File: config.mk
export PLATFORM = sky130hd
export DESIGN_NAME = quad_warp_packer
export DESIGN_NICKNAME = d
export VERILOG_FILES = /design/src/rtl/quad_warp_packer.sv
export SDC_FILE = /design/constraint.sdc
export NUM_CORES = 1
export LEC_CHECK = 0
export BUFFER_PORTS_ARGS = -buffer_cell sky130_fd_sc_hd__clkbuf_2
export CORE_UTILIZATION = 45
export DETAILED_ROUTE_END_ITERATION = 10
export GPL_TIMING_DRIVEN = 0
export MAX_ROUTING_LAYER = met4
export PLACE_DENSITY = 0.69
export SYNTH_ARGS = -nofsm -noshare
export SYNTH_HDL_FRONTEND = slang
export SYNTH_SLANG_ARGS = --single-unit
File: constraint.sdc
create_clock -name clk -period 5.8 [get_ports clk]
set_input_delay 1.16 -clock clk [delete_from_list [all_inputs] [get_ports clk]]
set_output_delay 1.16 -clock clk [all_outputs]
set_load 0.01 [all_outputs]
File: src/rtl/quad_warp_packer.sv
module quad_warp_packer #(
  parameter int QUADS = 8,
  parameter int CW = 12,
  localparam int LANES = 4 * QUADS,
  localparam int IW = $clog2(QUADS + 1)
) (
  input  logic                  clk,
  input  logic                  rst_n,
  input  logic                  in_valid,
  output logic                  in_ready,
  input  logic [3:0]            in_cov,
  input  logic [CW-1:0]         in_x,
  input  logic [CW-1:0]         in_y,
  input  logic                  in_eop,
  output logic                  out_valid,
  input  logic                  out_ready,
  output logic [LANES-1:0]      out_live,
  output logic [LANES-1:0]      out_helper,
  output logic [QUADS*CW-1:0]   out_x,
  output logic [QUADS*CW-1:0]   out_y
);

  localparam logic [IW-1:0] FULL_CNT = IW'(QUADS);

  logic [IW-1:0] cnt;
  logic          take, keep, emit;
  logic [IW-1:0] cnt_nxt;

  assign in_ready = !out_valid;
  assign take     = in_valid && in_ready;
  assign keep     = take && (|in_cov);
  assign cnt_nxt  = cnt + IW'(keep);
  assign emit     = take && ((cnt_nxt == FULL_CNT) || (in_eop && cnt_nxt != '0));

  always_ff @(posedge clk) begin
    if (!rst_n) begin
      cnt        <= '0;
      out_valid  <= 1'b0;
      out_live   <= '0;
      out_helper <= '0;
      out_x      <= '0;
      out_y      <= '0;
    end else if (out_valid && out_ready) begin
      cnt        <= '0;
      out_valid  <= 1'b0;
      out_live   <= '0;
      out_helper <= '0;
      out_x      <= '0;
      out_y      <= '0;
    end else begin
      if (keep) begin
        out_live[{cnt, 2'b00} +: 4]   <= in_cov;
        out_helper[{cnt, 2'b00} +: 4] <= ~in_cov;
        out_x[cnt*CW +: CW]           <= in_x & ~CW'(1);
        out_y[cnt*CW +: CW]           <= in_y & ~CW'(1);
      end
      cnt <= cnt_nxt;
      if (emit) out_valid <= 1'b1;
    end
  end

  AST_NO_OVERLAP: assert property (@(posedge clk) disable iff (!rst_n)
    (out_live & out_helper) == '0);

  AST_STALL_INPUT: assert property (@(posedge clk) disable iff (!rst_n)
    out_valid |-> !in_ready);

  AST_HOLD_BATCH: assert property (@(posedge clk) disable iff (!rst_n)
    (out_valid && !out_ready) |=> (out_valid && $stable(out_live) && $stable(out_helper)
                                   && $stable(out_x) && $stable(out_y)));

  AST_NONEMPTY: assert property (@(posedge clk) disable iff (!rst_n)
    out_valid |-> (|out_live));

  for (genvar k = 0; k < QUADS; k++) begin : g_slot
    AST_QUAD_WHOLE: assert property (@(posedge clk) disable iff (!rst_n)
      out_valid |-> ((out_live[4*k +: 4] | out_helper[4*k +: 4]) inside {4'h0, 4'hF}));
    AST_EVEN_XY: assert property (@(posedge clk) disable iff (!rst_n)
      !out_x[k*CW] && !out_y[k*CW]);
    if (k < QUADS - 1) begin : g_gap
      AST_TRAIL_EMPTY: assert property (@(posedge clk) disable iff (!rst_n)
        (out_valid && (out_live[4*k +: 4] == 4'h0)) |-> (out_live[4*(k+1) +: 4] == 4'h0));
    end
  end

endmodule

==> impl_metrics.csv <==
group,metric,value,unit
outcome,status,"complete, but fails checks",
outcome,violations,"max-capacitance violations, max-slew violations",
drt,drcViolationCount,0,
synthesis,ys_types,67,
synthesis,ys_ff_latch,261,
drt,post_drt_via_cell_ratio,5.95,
drt,drt_first_iter_violations,1317,
clock_tree,cts.path.max_buffers,3,
floorplanning,die_area,0.0268,mm²
setup_path,slowest_delay,480,ps
place,dpl.hpwl,35.2,mm
cells_and_area,fillCellCount,2395,
place,io_buffers,287,
sta,hold_viol_final,0,
setup_path,r2r_start,"cnt[2]",
grt,grt_max_degree,15,
setup_path,cp-start-kind,"flip-flop",
power,ir_drop,251,µV
cells_and_area,diodes,0,
grt,grt-ovfl-total,0,
synthesis,synth_flop_cell,"dfxtp_1",
cells_and_area,area_growth,24.2,%
power,pwr-share-clk,0.376,
synthesis,synth_edf_count,0,
floorplanning,top_level_ports,291,
setup_path,crit_fanout,10,
drt,wl_per_cell,22.5,µm
grt,antenna_found_initial,0,
synthesis,synth_area_leaders,"dfxtp_1 (44%), mux2i_1 (8.0%), nand2_1 (6.2%), a21oi_1 (5.2%), nor2_1 (3.9%)",
power,power.share.switching,0.339,
sta,tightest_slew,1520,ps
cells_and_area,fin_util,0.575,
setup_path,crit_chain,"clkbuf_2 > clkbuf_2 > inv_1 > ha_1 > nor2_1 > o21ai_2 > o21ai_1 > and3_1 > ha_1 > clkbuf_1 > nor4bb_2 > nand2_2 > nor2_1 > clkbuf_2 > nand3_2 > mux2i_1",
sta,max_freq,0.181,GHz
synthesis,yosysSeqAreaShare,0.444,
cells_and_area,layout_common_cells,"clkbuf_2 (291), dfxtp_1 (261), nand2_1 (194)",
synthesis,async_flop_share,0,
clock_tree,cts-root-buf,"clkbuf_16",
cells_and_area,drive_gt1_frac,0.220,
hold_path,hold-path-endpoint,"out_x[1]",
hold_path,hold_start,"out_x[1]",
floorplanning,core_area,0.0254,mm²
drt,drtPass1Iterations,5,
power,comb_power_share,0.230,
floorplanning,die_w,164,µm
sta,setup_viol,0,
grt,grt_pass1_vias,11400,
clock_tree,clkTransAtPathRegs,60,ps
drt,routed_wl,46.4,mm
hold_path,hold_depth,2,
synthesis,syn_nets,1440,
power,power_density,321,mW/mm²
clock_tree,htreeDepth,1,
sta,slew_headroom,-0.0176,
cells_and_area,nets,1757,
run,max-cap-violations,1,
power,p_seq_frac,0.394,
grt,grt_pass1_wl,69.0,mm
drt,num_vias,12200,
synthesis,avgSynthCellArea,8.44,µm²
setup_path,worst-r2r-cell-count,16,
setup_path,worstSetupPathType,"flip-flop to flip-flop",
power,p_int,3100,µW
hold_path,hold_class,"flip-flop to flip-flop",
setup_path,cp.arrival,6010,ps
clock_tree,numCtsBuffers,27,
place,place.gp.congestion,1.02,
setup_path,rrSetupSlack,270,ps
setup_path,r2r_end,"out_x[66]",
sta,maxSlewViolCount,8,
synthesis,synth.largest_area_cell,"dfxtp_1",
floorplanning,row_count,58,
sta,fin_crit_sh,0.954,
synthesis,yosysTopAreaCellShare,0.444,
floorplanning,die_h,164,µm
setup_path,slowest_stage,"ha_1",
synthesis,synthCells,1392,
clock_tree,cts.sinks,261,
power,switchingPower,1590,µW
sta,final.min_clock_period,5530,ps
setup_path,worstSetupEndpointType,"flip-flop",
clock_tree,postCtsHoldBufs,0,
setup_path,critical_path.most_common_cell,"clkbuf_2",
sta,finClkSkew,10.3,ps
drt,antenna_left,0,
grt,grt_use_total,0.348,
cells_and_area,final_common_cell,"clkbuf_2",
sta,rsz0062_at_grt,"false",
synthesis,yosys_warnings,0,
clock_tree,cts_tree,"done",
clock_tree,clock_latency,570,ps
floorplanning,start_util,0.463,
power,leakage,0.00605,µW
sta,fin_hold_ws,456,ps
setup_path,crit_required,6280,ps
synthesis,synth_area,0.0118,mm²
[critical path, delay by kind of cell, from the launching register on]
kind / cells / cell delay (ps)
AND/OR/NAND/NOR: 6 / 1740
adder cells (fa/ha/maj): 2 / 740
multiplexers: 1 / 300
flip-flops: 1 / 430
buffers and inverters: 5 / 1600
AO/OA/AOI/OAI: 2 / 610
[what timing repair did]
action,CTS,global route
buffers inserted,0,1
endpoints found under the hold margin,0,0
pin swaps,0,1
gates resized for setup,10,12
endpoints found under the setup margin,160,159
[stage by stage]
| step | total power [µW] | area (µm²) | setup slack (ps) | std cells | setup TNS, ps |
|---|---|---|---|---|---|
| final | 4690 | 14600 | 265 | 2058 | 0 |
| after global routing | 4830 | 14600 | 8.65 | 2058 | 0 |
| after CTS | 4660 | 14500 | 26.9 | 2057 | 0 |
| after detailed placement | 2910 | 13600 | -827 | 2009 | -62260 |
| after global placement | 2910 | 13600 | -694 | 2009 | -47350 |
| after floorplan | 2520 | 11800 | 983 | 1392 | 0 |
[cell usage after synthesis (9+ instances only)]
library cell / n
a21o_1: 13
clkbuf_1: 70
nor2b_1: 10
a21oi_1: 122
nand4_1: 21
a32o_1: 11
a211oi_1: 41
nor3_1: 46
nor4_1: 14
a22oi_1: 28
o21ai_0: 60
buf_1: 14
nand3_1: 70
a22o_1: 10
o31ai_1: 12
ha_1: 14
dfxtp_1: 261
nor2_1: 121
a32oi_1: 9
mux2i_1: 94
nand2_1: 195
inv_1: 31
[final cells by class]
cell class	count	area (µm²)	area share
Multi-Input combinational cell	1008	6150	0.421
Sequential cell	261	5230	0.358
Timing Repair Buffer	288	1440	0.0989
Clock buffer	36	759	0.0520
Tap cell	330	413	0.0283
Buffer	92	360	0.0247
Clock inverter	12	128	0.00874
Inverter	31	116	0.00797
[metal layers]
metal  share of wire  track usage
met2            0.46        0.543
met5               0            -
met1            0.43        0.450
met3           0.073       0.0569
met4           0.039        0.133
[worst max path at each step]
stage | from | to | slack, ps | cells past startpoint
after global placement | cnt[2] | out_y[49] | -690 | 16
after floorplan | cnt[2] | out_x[64] | 980 | 16
after detailed placement | cnt[2] | out_x[66] | -830 | 16
final | cnt[2] | out_x[66] | 270 | 16
after global routing | cnt[2] | out_x[66] | 9 | 16
after CTS | cnt[2] | out_x[50] | 30 | 16
[registers in the layout (all words and copies together), names as in the netlist]
| name | cells |
|---|---|
| cnt | 4 |
| out_helper | 32 |
| out_live | 32 |
| out_valid | 1 |
| out_x | 96 |
| out_y | 96 |
[cell families after synthesis]
group,count (synthesis),share of synthesized area
mux,97,0.0829
flops,261,0.444
fa+ha+maj,15,0.0166
xor+xnor,11,0.00820
simple gates,529,0.207
buf+inv,123,0.0401
compound gates,356,0.200
[power by group through the flow]
stage                     Sequential (µW)  Clock (µW)  Combinational [µW]
final                                1850        1760                1080
after global routing                 1850        1840                1140
after CTS                            1850        1780                1040
after detailed placement             1890           0                1020
after global placement               1890           0                1020
after floorplan                      1890           0                 628
No activity file was read; power rests on OpenSTA's default activity.
